`config.mk`:
```
export PLATFORM = sky130hd
export DESIGN_NAME = gpio_port
export DESIGN_NICKNAME = d
export VERILOG_FILES = /design/src/rtl/gpio_pkg.sv /design/src/rtl/gpio_bus_dec.sv /design/src/rtl/gpio_in_sync.sv /design/src/rtl/gpio_out_reg.sv /design/src/rtl/gpio_rd_mux.sv /design/src/rtl/gpio_port.sv
export SDC_FILE = /design/constraint.sdc
export NUM_CORES = 1
export LEC_CHECK = 0
export ABC_CLOCK_PERIOD_IN_PS = 2200
export BUFFER_PORTS_ARGS = -buffer_cell sky130_fd_sc_hd__buf_2
export CORE_ASPECT_RATIO = 1.2
export CORE_MARGIN = 8
export CORE_UTILIZATION = 55
export CTS_CLUSTER_SIZE = 16
export DETAILED_ROUTE_END_ITERATION = 6
export PLACE_DENSITY = 0.79
export SYNTH_ARGS = -nofsm -noshare
export SYNTH_HDL_FRONTEND = slang
export SYNTH_HIERARCHICAL = 1
export SYNTH_SLANG_ARGS = --single-unit
export TNS_END_PERCENT = 10
```
`constraint.sdc`:
```
create_clock -name clk -period 2.2 [get_ports clk]
set_input_delay 0.22 -clock clk [delete_from_list [all_inputs] [get_ports clk]]
set_output_delay 0.22 -clock clk [all_outputs]
set_load 0.005 [all_outputs]
```
`src/rtl/gpio_pkg.sv`:
```
package gpio_pkg;

    localparam int GP_W  = 32;
    localparam int GP_AW = 5;

    localparam logic [GP_AW-1:0] OFS_DATA = 5'h00;
    localparam logic [GP_AW-1:0] OFS_SET  = 5'h04;
    localparam logic [GP_AW-1:0] OFS_CLR  = 5'h08;
    localparam logic [GP_AW-1:0] OFS_TOG  = 5'h0C;
    localparam logic [GP_AW-1:0] OFS_IN   = 5'h10;

    typedef enum logic [2:0] {
        SEL_DATA = 3'd0,
        SEL_SET  = 3'd1,
        SEL_CLR  = 3'd2,
        SEL_TOG  = 3'd3,
        SEL_IN   = 3'd4,
        SEL_NONE = 3'd7
    } reg_sel_e;

    typedef struct packed {
        logic            wr;
        reg_sel_e        sel;
        logic [GP_W-1:0] mask;
    } bus_req_t;

    function automatic reg_sel_e decode_ofs(input logic [GP_AW-1:0] a);
        reg_sel_e s;
        case (a)
            OFS_DATA: s = SEL_DATA;
            OFS_SET:  s = SEL_SET;
            OFS_CLR:  s = SEL_CLR;
            OFS_TOG:  s = SEL_TOG;
            OFS_IN:   s = SEL_IN;
            default:  s = SEL_NONE;
        endcase
        return s;
    endfunction

    function automatic logic [GP_W-1:0] apply_req(input logic [GP_W-1:0] cur,
                                                  input bus_req_t        req);
        logic [GP_W-1:0] nxt;
        nxt = cur;
        if (req.wr) begin
            case (req.sel)
                SEL_DATA: nxt = req.mask;
                SEL_SET:  nxt = cur | req.mask;
                SEL_CLR:  nxt = cur & ~req.mask;
                SEL_TOG:  nxt = cur ^ req.mask;
                default:  nxt = cur;
            endcase
        end
        return nxt;
    endfunction

endpackage

```
`src/rtl/gpio_bus_dec.sv`:
```
module gpio_bus_dec
    import gpio_pkg::*;
(
    input  logic [GP_AW-1:0] addr,
    input  logic             we,
    input  logic [GP_W-1:0]  wdata,
    output bus_req_t         req
);
    always_comb begin
        req.wr   = we;
        req.sel  = decode_ofs(addr);
        req.mask = wdata;
    end
endmodule

```
`src/rtl/gpio_in_sync.sv`:
```
module gpio_in_sync #(
    parameter int W      = 32,
    parameter int STAGES = 2
) (
    input  logic         clk,
    input  logic         rst,
    input  logic [W-1:0] d,
    output logic [W-1:0] q
);
    logic [W-1:0] stage [STAGES];

    generate
        for (genvar i = 0; i < STAGES; i++) begin : g_stage
            if (i == 0) begin : g_first
                always_ff @(posedge clk) begin
                    if (rst) stage[i] <= '0;
                    else     stage[i] <= d;
                end
            end else begin : g_next
                always_ff @(posedge clk) begin
                    if (rst) stage[i] <= '0;
                    else     stage[i] <= stage[i-1];
                end
            end
        end
    endgenerate

    assign q = stage[STAGES-1];
endmodule

```
`src/rtl/gpio_out_reg.sv`:
```
module gpio_out_reg
    import gpio_pkg::*;
(
    input  logic            clk,
    input  logic            rst,
    input  bus_req_t        req,
    output logic [GP_W-1:0] data_q
);
    logic [GP_W-1:0] data_d;

    always_comb data_d = apply_req(data_q, req);

    always_ff @(posedge clk) begin
        if (rst) data_q <= '0;
        else     data_q <= data_d;
    end
endmodule

```
`src/rtl/gpio_rd_mux.sv`:
```
module gpio_rd_mux
    import gpio_pkg::*;
(
    input  logic            clk,
    input  logic            rst,
    input  reg_sel_e        sel,
    input  logic [GP_W-1:0] data_q,
    input  logic [GP_W-1:0] in_q,
    output logic [GP_W-1:0] rdata
);
    logic [GP_W-1:0] rd_d;

    always_comb begin
        case (sel)
            SEL_DATA: rd_d = data_q;
            SEL_IN:   rd_d = in_q;
            default:  rd_d = '0;
        endcase
    end

    always_ff @(posedge clk) begin
        if (rst) rdata <= '0;
        else     rdata <= rd_d;
    end
endmodule

```
`src/rtl/gpio_port.sv`:
```
module gpio_port
    import gpio_pkg::*;
#(
    parameter int SYNC_STAGES = 2
) (
    input  logic             clk,
    input  logic             rst,
    input  logic [GP_AW-1:0] bus_addr,
    input  logic             bus_we,
    input  logic [GP_W-1:0]  bus_wdata,
    output logic [GP_W-1:0]  bus_rdata,
    input  logic [GP_W-1:0]  pin_in,
    output logic [GP_W-1:0]  pin_out
);
    bus_req_t        req;
    logic [GP_W-1:0] data_q;
    logic [GP_W-1:0] in_q;

    gpio_bus_dec u_dec (
        .addr  (bus_addr),
        .we    (bus_we),
        .wdata (bus_wdata),
        .req   (req)
    );

    gpio_out_reg u_out (
        .clk    (clk),
        .rst    (rst),
        .req    (req),
        .data_q (data_q)
    );

    gpio_in_sync #(.W(GP_W), .STAGES(SYNC_STAGES)) u_sync (
        .clk (clk),
        .rst (rst),
        .d   (pin_in),
        .q   (in_q)
    );

    gpio_rd_mux u_rd (
        .clk    (clk),
        .rst    (rst),
        .sel    (req.sel),
        .data_q (data_q),
        .in_q   (in_q),
        .rdata  (bus_rdata)
    );

    assign pin_out = data_q;
endmodule

```
==> results.toml, run 1 <==
[sta]
slew-limit-headroom_pct = 36.8
drv_slew = 0
finalSetupViolations = 0
fin_skew_ps = 15.2
finalSetupTns_ps = 0
fin_crit_ps = 1670
hold_viol = 0
max_freq_ghz = 0.600
worstMarginPinSlew_ps = 946
final.setup.worst_slack_ps = 533
period_share_pct = 75.8
rsz0062_at_grt = "false"
whs_ps = 9.57

[global_routing]
track_usage_pct = 19.7
grt_overflow = 0
antenna_found_initial = 1
grt_pass1_wl_um = 24000
first_global_vias = 4878
grt_max_degree = 41

[run_status]
outcome = "completed"

[detailed_routing]
top_layer_used = "met5"
drc = 0
via_per_inst = 5.11
routedWlPerCell_um = 16.8
num_vias = 4407
wl_met2_um = 7130
drt.antenna.violating_nets = 0
wl_met3_um = 1220
initialDrtViolationCount = 260
drt-total-wl_um = 14400
dr.pass1.iters = 4
wl_met1_um = 5810

[setup_path]
critPathMaxStageDelay_ps = 550
ff2ff_path_depth = 5
worst_setup_path_end_kind = "flop"
r2r_slack_ps = 850
reg2reg_from = "u_out/data_q[24]"
crit_slowest_cell = "or3_2"
critPathArrivalTime_ps = 2030
crit_type = "in -> reg"
required_ps = 2560
crit_fanout = 12
cp-start-kind = "primary input"
r2r-end = "u_out/data_q[24]"
crit_chain = "buf_2, or3_2, or3b_2, buf_4, a221oi_1, a22o_1"
cp_num_buf_inv = 2
crit_family = "simple AND/OR/NAND/NOR gates"

[logic_synthesis]
ys_warn_count = 6
synth.area.mux_share_pct = 10.1
synthSimpleGateAreaFrac_pct = 12.8
post_synth.cell_area_avg_um2 = 10.8
synth-seq-cells = 128
yosysSeqAreaShare_pct = 40.2
syn_nets = 727
synthAdderAreaFrac_pct = 12.6
postSynthCellCount = 591
synth_compound_area_share_pct = 12.3
yosysUniqueCellTypes = 22
synthesis.area_um2 = 6370
synth_top_family_by_area = "simple AND/OR/NAND/NOR gates"
synth_xor_area_share_pct = 0

[power]
peakVddDrop_v = 0.000485
power_mw = 5.50
powerDensity_nw_per_um2 = 737
power_leakage_nw = 3.89

[clock_tree]
cts.sinks = 128
clockBufferDepth = 2
postCtsHoldBufs = 0
cts_tree = "built"
clk_pin_slew_ps = 60
cts_buffers = 17
post_cts_buffers = 0
cts_root_buffer = "clkbuf_16"
cts-resized-gates = 0
cts-htree-levels = 4
clock_latency_ps = 420

[placed_design]
pre_cts_ws_ps = 106
dp_cells = 830
port_buffers = 135
post-dp-hpwl_um = 10300
dpl_cell_area_um2 = 6900
gp_congestion = 0.756

[floorplan]
dieArea_um2 = 15300
design.core.area_um2 = 11500
num_rows = 43
initial_core_util_pct = 55.6
die_h_um = 134
ios = 136
fp.dieW_um = 114

[cells_and_area]
final_cell_area_um2 = 7460
diodes = 0
final_cells = 862
postLayoutCoreUtil_pct = 65.1
fill_cells = 894
area_growth_pct = 17.0
drive_gt1_share_pct = 39.3
fin_nets = 828

[hold_path]
worstHoldPathCells = 2
whs_endpoint = "u_sync/stage[0][14]"
hp-start = "pin_in[14]"
hp-class = "in -> reg"

[job]
cap_violations = 0
[per-layer routing]
metal	vias to the layer above	global-route usage, %
li1	2131	-
met3	23	7.82
met1	2106	21.1
met4	2	8.30
met2	145	33.5
met5	-	0
[synth_stat cells (all sizes together)]
| master | number | area, um^2 |
|---|---|---|
| o21bai | 1 | 11.3 |
| a21oi | 1 | 5.00 |
| dfxtp | 128 | 2560 |
| buf | 63 | 493 |
| a2111o | 2 | 22.5 |
| a22o | 32 | 280 |
| nand2 | 32 | 120 |
| or3 | 2 | 12.5 |
| or3b | 1 | 8.76 |
| a221oi | 32 | 468 |
| nor2b | 65 | 557 |
| nor2 | 32 | 120 |
| ha | 64 | 801 |
| inv | 65 | 244 |
| mux2i | 64 | 641 |
| clkbuf | 7 | 27.5 |
[worst reg2reg max path, stage by stage, from the launching register on]
cell	delay, ps
dfxtp_1	450
inv_1	80
ha_1	280
mux2i_1	150
nand2_1	70
a22o_1	210
[cell usage in the layout, fill, tap and decap left out, types with 4 or more instances in the layout]
cell type and count:
buf_4 17, a22o_1 32, clkbuf_16 17, mux2i_1 64, nor2b_2 60, clkinvlp_4 4
a221oi_2 30, buf_2 134, nor2_1 32, nand2_1 32, ha_1 64, inv_1 65
nor2b_1 4, dfxtp_1 128
[sequential cells by signal, summed over array words and instances, names as in the netlist]
name and count:
u_sync/stage 64, u_rd/rdata 32, u_out/data_q 32
[cells by family after synthesis]
| kind of cell | count (synthesis) |
|---|---|
| mux | 64 |
| compound gates | 68 |
| flops | 128 |
| fa+ha+maj | 64 |
| simple gates | 132 |
| buf+inv | 135 |
[final cells by class]
type	instances	area, um^2	area share (%)
Clock inverter	9	83.8	1.12
Tap cell	157	196	2.63
Inverter	65	244	3.27
Sequential cell	128	2560	34.4
Multi-Input combinational cell	328	3080	41.2
Clock buffer	23	478	6.41
Timing Repair Buffer	152	818	11.0
[power by group]
group	switching, mW	internal, mW	total [mW]
clock network	0.997	1.64	2.63
logic	0.246	0.208	0.454
registers	0.0262	2.38	2.41
[how the worst max path moves through the flow]
stage / startpoint / to / slack (ps) / cells past startpoint
2_1_floorplan: bus_addr[1] / u_out/data_q[0] / 580 / 6
3_3_place_gp: bus_addr[1] / u_out/data_q[17] / 160 / 6
3_5_place_dp: bus_addr[1] / u_out/data_q[17] / 110 / 6
4_1_cts: bus_addr[1] / u_out/data_q[17] / 530 / 6
5_1_grt: bus_addr[1] / u_out/data_q[18] / 430 / 6
6_report: bus_addr[1] / u_out/data_q[17] / 530 / 6
(Power assumes the default switching activity.)
==> inputs of run 2 (changes only) <==
ABC_AREA = 1   (was default)
ABC_CLOCK_PERIOD_IN_PS = 1460   (was 2200)
CORE_UTILIZATION = 50   (was 55)
PLACE_DENSITY = 0.76   (was 0.79)
clock period = 1.46 ns   (was 2.2 ns; I/O delays follow)
==> results.toml, run 2 <==
[placed_design]
post-dp-hpwl_um = 11100
dpl_cell_area_um2 = 7280
port_buffers = 135
gp_congestion = 0.864

[clock_tree]
cts-resized-gates = 0
postCtsHoldBufs = 32
clock_latency_ps = 400
cts.sinks = 128
cts_buffers = 17
post_cts_buffers = 0
cts_tree = "built"
clockBufferDepth = 2
cts-htree-levels = 4
cts_root_buffer = "clkbuf_16"
clk_pin_slew_ps = 60

[logic_synthesis]
async_flop_share_pct = 0
syn_nets = 1008
yosysMostFrequentCell = "inv_1"
postSynthCellCount = 872
synthesis.area_um2 = 6590
post_synth.cell_area_avg_um2 = 7.55
synth-edff-count = 0
yosysSeqAreaShare_pct = 38.9
synth-seq-cells = 128
synthFlopType = "dfxtp_1"
ys_warn_count = 6
synth_common_cells = "inv_1 (164), nand3_1 (160), dfxtp_1 (128), a21oi_1 (96), nand2_1 (66)"
yosysTopAreaCell = "dfxtp_1"
yosysUniqueCellTypes = 20
synth_top_area_share_pct = 38.9
synth_area_leaders = "dfxtp_1 (39%), ha_1 (12%), nand3_1 (12%)"

[cells_and_area]
reg.largest.list = "u_sync/stage: 64 flops, u_out/data_q: 32 flops, u_rd/rdata: 32 flops"
fin_nets = 1140
diodes = 0
area_growth_pct = 24.4
largest_register_ffs = 64
regMostFlops = "u_sync/stage"
final_common_cell = "inv_1"
final_cell_mix = "inv_1 (164), nand3_1 (160), buf_2 (134)"
final_cell_area_um2 = 8190
drive_gt1_share_pct = 20.6

[sta]
hold_viol = 0
drv_slew = 0
rsz0062_at_grt = "false"
finalSetupViolations = 0
slew-limit-headroom_pct = 82.1
fin_crit_ps = 1210
max_freq_ghz = 0.824
fin_skew_ps = 7.23
period_share_pct = 83.2
worstMarginPinSlew_ps = 269

[power]
power_leakage_nw = 3.94
peakVddDrop_v = 0.00105
power_mw = 8.59
powerDensity_nw_per_um2 = 1050

[setup_path]
crit_type = "reg -> reg"
crit_slowest_cell = "dfxtp_1"
critPathMaxStageDelay_ps = 420
cp_num_cells = 6
reg2reg_from = "u_out/data_q[31]"
crit_chain = "inv_1, ha_1, nand3_1, nand3_1, nand2_1, a21oi_1"
cp-start-kind = "flop"
startpoint = "u_out/data_q[31]"
cp_num_buf_inv = 1
r2r-end = "u_out/data_q[31]"
crit_fanout = 5
ff2ff_path_depth = 6
required_ps = 1740
path_common_cell = "nand3_1"
cp-endpoint = "u_out/data_q[31]"
r2r_slack_ps = 250
worst_setup_path_end_kind = "flop"
crit_family = "flip-flops"
critPathArrivalTime_ps = 1490

[global_routing]
grt_overflow = 0
grt_pass1_wl_um = 26300
first_global_vias = 5405
antenna_found_initial = 0
track_usage_pct = 18.8
grt_max_degree = 65

[detailed_routing]
initialDrtViolationCount = 359
num_vias = 5705
dr.pass1.iters = 5
drt.antenna.violating_nets = 0
routedWlPerCell_um = 13.7
drc = 0
drt-total-wl_um = 16200
via_per_inst = 4.81

[run_status]
outcome = "completed"

[floorplan]
ios = 136
num_rows = 46
design.core.area_um2 = 13100
dieArea_um2 = 17100
fp.dieW_um = 121
initial_core_util_pct = 50.4
die_h_um = 142

[job]
cap_violations = 0

[hold_path]
hp-class = "in -> reg"
## run 2: cell types whose count changed after synthesis, sizes merged, moves of 32 or more
cell    before  now
nand3        0  160
inv         65  167
a21oi        1   96
nor2b       65    0
mux2i       64    0
nand2       32   68
nor2        32   68
o21ai        0   33
a221oi      32    0
a22o        32    0
## run 2: worst reg2reg max path: stages (launching register included)
cell,delay (ps)
dfxtp_1,420
inv_1,70
ha_1,300
nand3_1,100
nand3_1,80
nand2_1,70
a21oi_1,50
## run 2: metrics by stage
| step | hold WS (ps) | setup TNS, ps | cells | setup slack [ps] | util, % |
|---|---|---|---|---|---|
| 2_1_floorplan | 215 | -3760 | 872 | -131 | - |
| 3_3_place_gp | 345 | 0 | 1121 | 9.05 | 55.7 |
| 3_5_place_dp | 351 | -39.5 | 1121 | -39.5 | 55.7 |
| 4_1_cts | 73.0 | 0 | 1185 | 253 | 62.7 |
| 5_1_grt | 88.8 | 0 | 1185 | 128 | 62.7 |
| 6_report | 83.7 | 0 | 1185 | 246 | 62.7 |
## run 2: how the worst min path moves through the flow
stage	startpoint	endpoint	slack, ps	depth (start not counted)
2_1_floorplan	rst	u_out/data_q[18]	220	1
3_3_place_gp	pin_in[27]	u_sync/stage[0][27]	340	3
3_5_place_dp	pin_in[1]	u_sync/stage[0][1]	350	3
4_1_cts	rst	u_sync/stage[0][16]	70	2
5_1_grt	rst	u_sync/stage[0][16]	90	2
6_report	rst	u_sync/stage[0][12]	80	2
## run 2: where the power goes
group	switching, mW	internal (mW)
combinational	0.433	0.341
sequential	0.0484	3.60
clock	1.58	2.59
## run 2: per-layer routing
layer / track usage (%) / vias up / routed length (um)
li1: - / 2981 / -
met1: 23.2 / 2527 / 6960
met5: 0 / - / 0
met4: 8.56 / 0 / 393
met2: 30.9 / 173 / 8020
met3: 3.78 / 24 / 823
## run 2: cells by family after synthesis
| family | count (synthesis) | share of synthesized area (%) |
|---|---|---|
| AO/OA/AOI/OAI | 131 | 10.0 |
| buffers and inverters | 253 | 18.3 |
| flip-flops | 128 | 38.9 |
| AND/OR/NAND/NOR | 296 | 20.6 |
| adder cells (fa/ha/maj) | 64 | 12.2 |
## run 2: layout make-up
cell class	count	area (um^2)
tap	168	210
fill	1131	4870
timing repair buffer	199	1380
clock inverter	14	158
sequential	128	2560
multi-input combinational	491	2820
inverter	167	627
clock buffer	18	439
==> inputs of run 3 (changes only) <==
ABC_CLOCK_PERIOD_IN_PS = 1100   (was 1460)
clock period = 1.1 ns   (was 1.46 ns; I/O delays follow)
==> results.toml, run 3 (same netlist as run 2, synthesis figures left out) <==
[power]
clkPwrFrac_pct = 50.1
combPwrFrac_pct = 10.0
switching_share_pct = 23.6
internal-power_mw = 9.21
peakVddDrop_v = 0.00132
p_seq_share_pct = 40.0
powerDensity_nw_per_um2 = 1340
p_sw_mw = 2.84
power_leakage_nw = 4.27

[setup_path]
required_ps = 1420
crit_type = "reg -> reg"
crit_fanout = 4
r2r_slack_ps = -30
critPathArrivalTime_ps = 1450
cp-start-kind = "flop"
worst_setup_path_end_kind = "flop"

[floorplan]
die_h_um = 142
dieArea_um2 = 17100
design.core.area_um2 = 13100
initial_core_util_pct = 50.4
fp.dieW_um = 121
num_rows = 46
ios = 136

[detailed_routing]
wl_met3_um = 882
wl_met1_um = 7290
drt-total-wl_um = 17300
dr.pass1.iters = 5
top_layer_used = "met4"
routedWlPerCell_um = 14.1
num_vias = 6022
wl_met2_um = 8760
drt.antenna.violating_nets = 0
drc = 0
initialDrtViolationCount = 399
via_per_inst = 4.92

[cells_and_area]
final_common_cell = "inv_1"
area_growth_pct = 36.6
largest_register_ffs = 64
drive_gt1_share_pct = 29.5
postLayoutCoreUtil_pct = 68.9
regMostFlops = "u_sync/stage"
fill_cells = 975
reg.largest.list = "u_sync/stage: 64 flops, u_out/data_q: 32 flops, u_rd/rdata: 32 flops"
final_cell_mix = "inv_1 (158), nand3_1 (151), buf_2 (117)"
fin_nets = 1179
diodes = 0

[global_routing]
grt_pass1_wl_um = 26800
grt_max_degree = 72
first_global_vias = 5523
grt_overflow = 0
antenna_found_initial = 0
track_usage_pct = 19.3

[sta]
period_share_pct = 103
slew-limit-headroom_pct = 79.5
drv_slew = 0
rsz0062_at_grt = "true"
finalSetupTns_ps = -49.5
fin_skew_ps = 7.86
finalSetupViolations = 3
worstMarginPinSlew_ps = 308
final.setup.worst_slack_ps = -34.4
whs_ps = 107
hold_viol = 0
fin_crit_ps = 1130
max_freq_ghz = 0.881

[job]
cap_violations = 0

[clock_tree]
clock_latency_ps = 400
clk_pin_slew_ps = 60
cts_tree = "built"
clockBufferDepth = 2
cts.sinks = 128
cts_buffers = 17
cts_root_buffer = "clkbuf_16"
cts-htree-levels = 4

[placed_design]
post-dp-hpwl_um = 11100
gp_congestion = 0.814
port_buffers = 135

[hold_path]
hp-class = "in -> reg"

[run_status]
outcome = "finished with violations"
violations = "negative setup slack"
run 3: cell types whose count changed in the layout (fill, tap and decap cells not counted), sizes merged:
| cell | delta |
|---|---|
| clkinv | -2 |
| clkinvlp | -3 |
| inv | +2 |
| buf | +38 |
| dlygate4sd3 | +1 |
| bufinv | +2 |
run 3: worst paths after layout:
check             cells past startpoint                start                  end
hold reg to reg                       2  u_sync/stage[0][15]  u_sync/stage[1][15]
setup reg to reg                      6     u_out/data_q[31]     u_out/data_q[31]
setup / recovery                      6     u_out/data_q[31]     u_out/data_q[31]
hold / removal                        5         bus_wdata[1]      u_out/data_q[1]
run 3: power groups by stage:
stage / clock network, mW / logic, mW / registers (mW)
after floorplan: 0 / 0.668 / 4.92
after global placement: 0 / 0.970 / 4.92
after detailed placement: 0 / 0.994 / 4.92
after CTS: 6.12 / 1.10 / 4.83
after global routing: 6.31 / 1.34 / 4.83
final: 6.04 / 1.20 / 4.82
run 3: area by class of cell:
| type | instances | area (um^2) | share of cell area [%] |
|---|---|---|---|
| multi-input combinational | 491 | 3010 | 33.4 |
| sequential | 128 | 2620 | 29.1 |
| timing repair buffer | 238 | 1900 | 21.1 |
| inverter | 167 | 627 | 6.96 |
| clock buffer | 18 | 439 | 4.88 |
| tap | 168 | 210 | 2.34 |
| clock inverter | 13 | 200 | 2.22 |
run 3: per-layer routing:
layer  vias up  track usage [%]
met5         -                0
met4         0             7.84
met3        26             3.50
met2       181             32.9
met1      2758             23.3
li1       3057                -
run 3: stage by stage:
stage          total power, mW  instance area [um^2]  cells  setup WS, ps
2_1_floorplan             5.59                  6590    872          -455
3_3_place_gp              5.89                  7550   1154          -281
3_5_place_dp              5.92                  7550   1154          -310
4_1_cts                   12.0                  8600   1216         -13.8
5_1_grt                   12.5                  9000   1223          -108
6_report                  12.1                  9000   1223         -34.4
run 3: what timing repair did:
action	CTS	global route
setup buffers	0	7
setup endpoints to repair	28	50
endpoints found under the hold margin	32	0
pin swaps	0	23
hold buffers	33	0
gates resized for setup	37	73
run 3: worst max-delay path, cell delays in order (launching register included):
cell     delay [ps]
dfxtp_4         370
inv_2            50
ha_4            260
nand3_2          70
nand3_2          90
nand2_2          50
a21oi_1         160
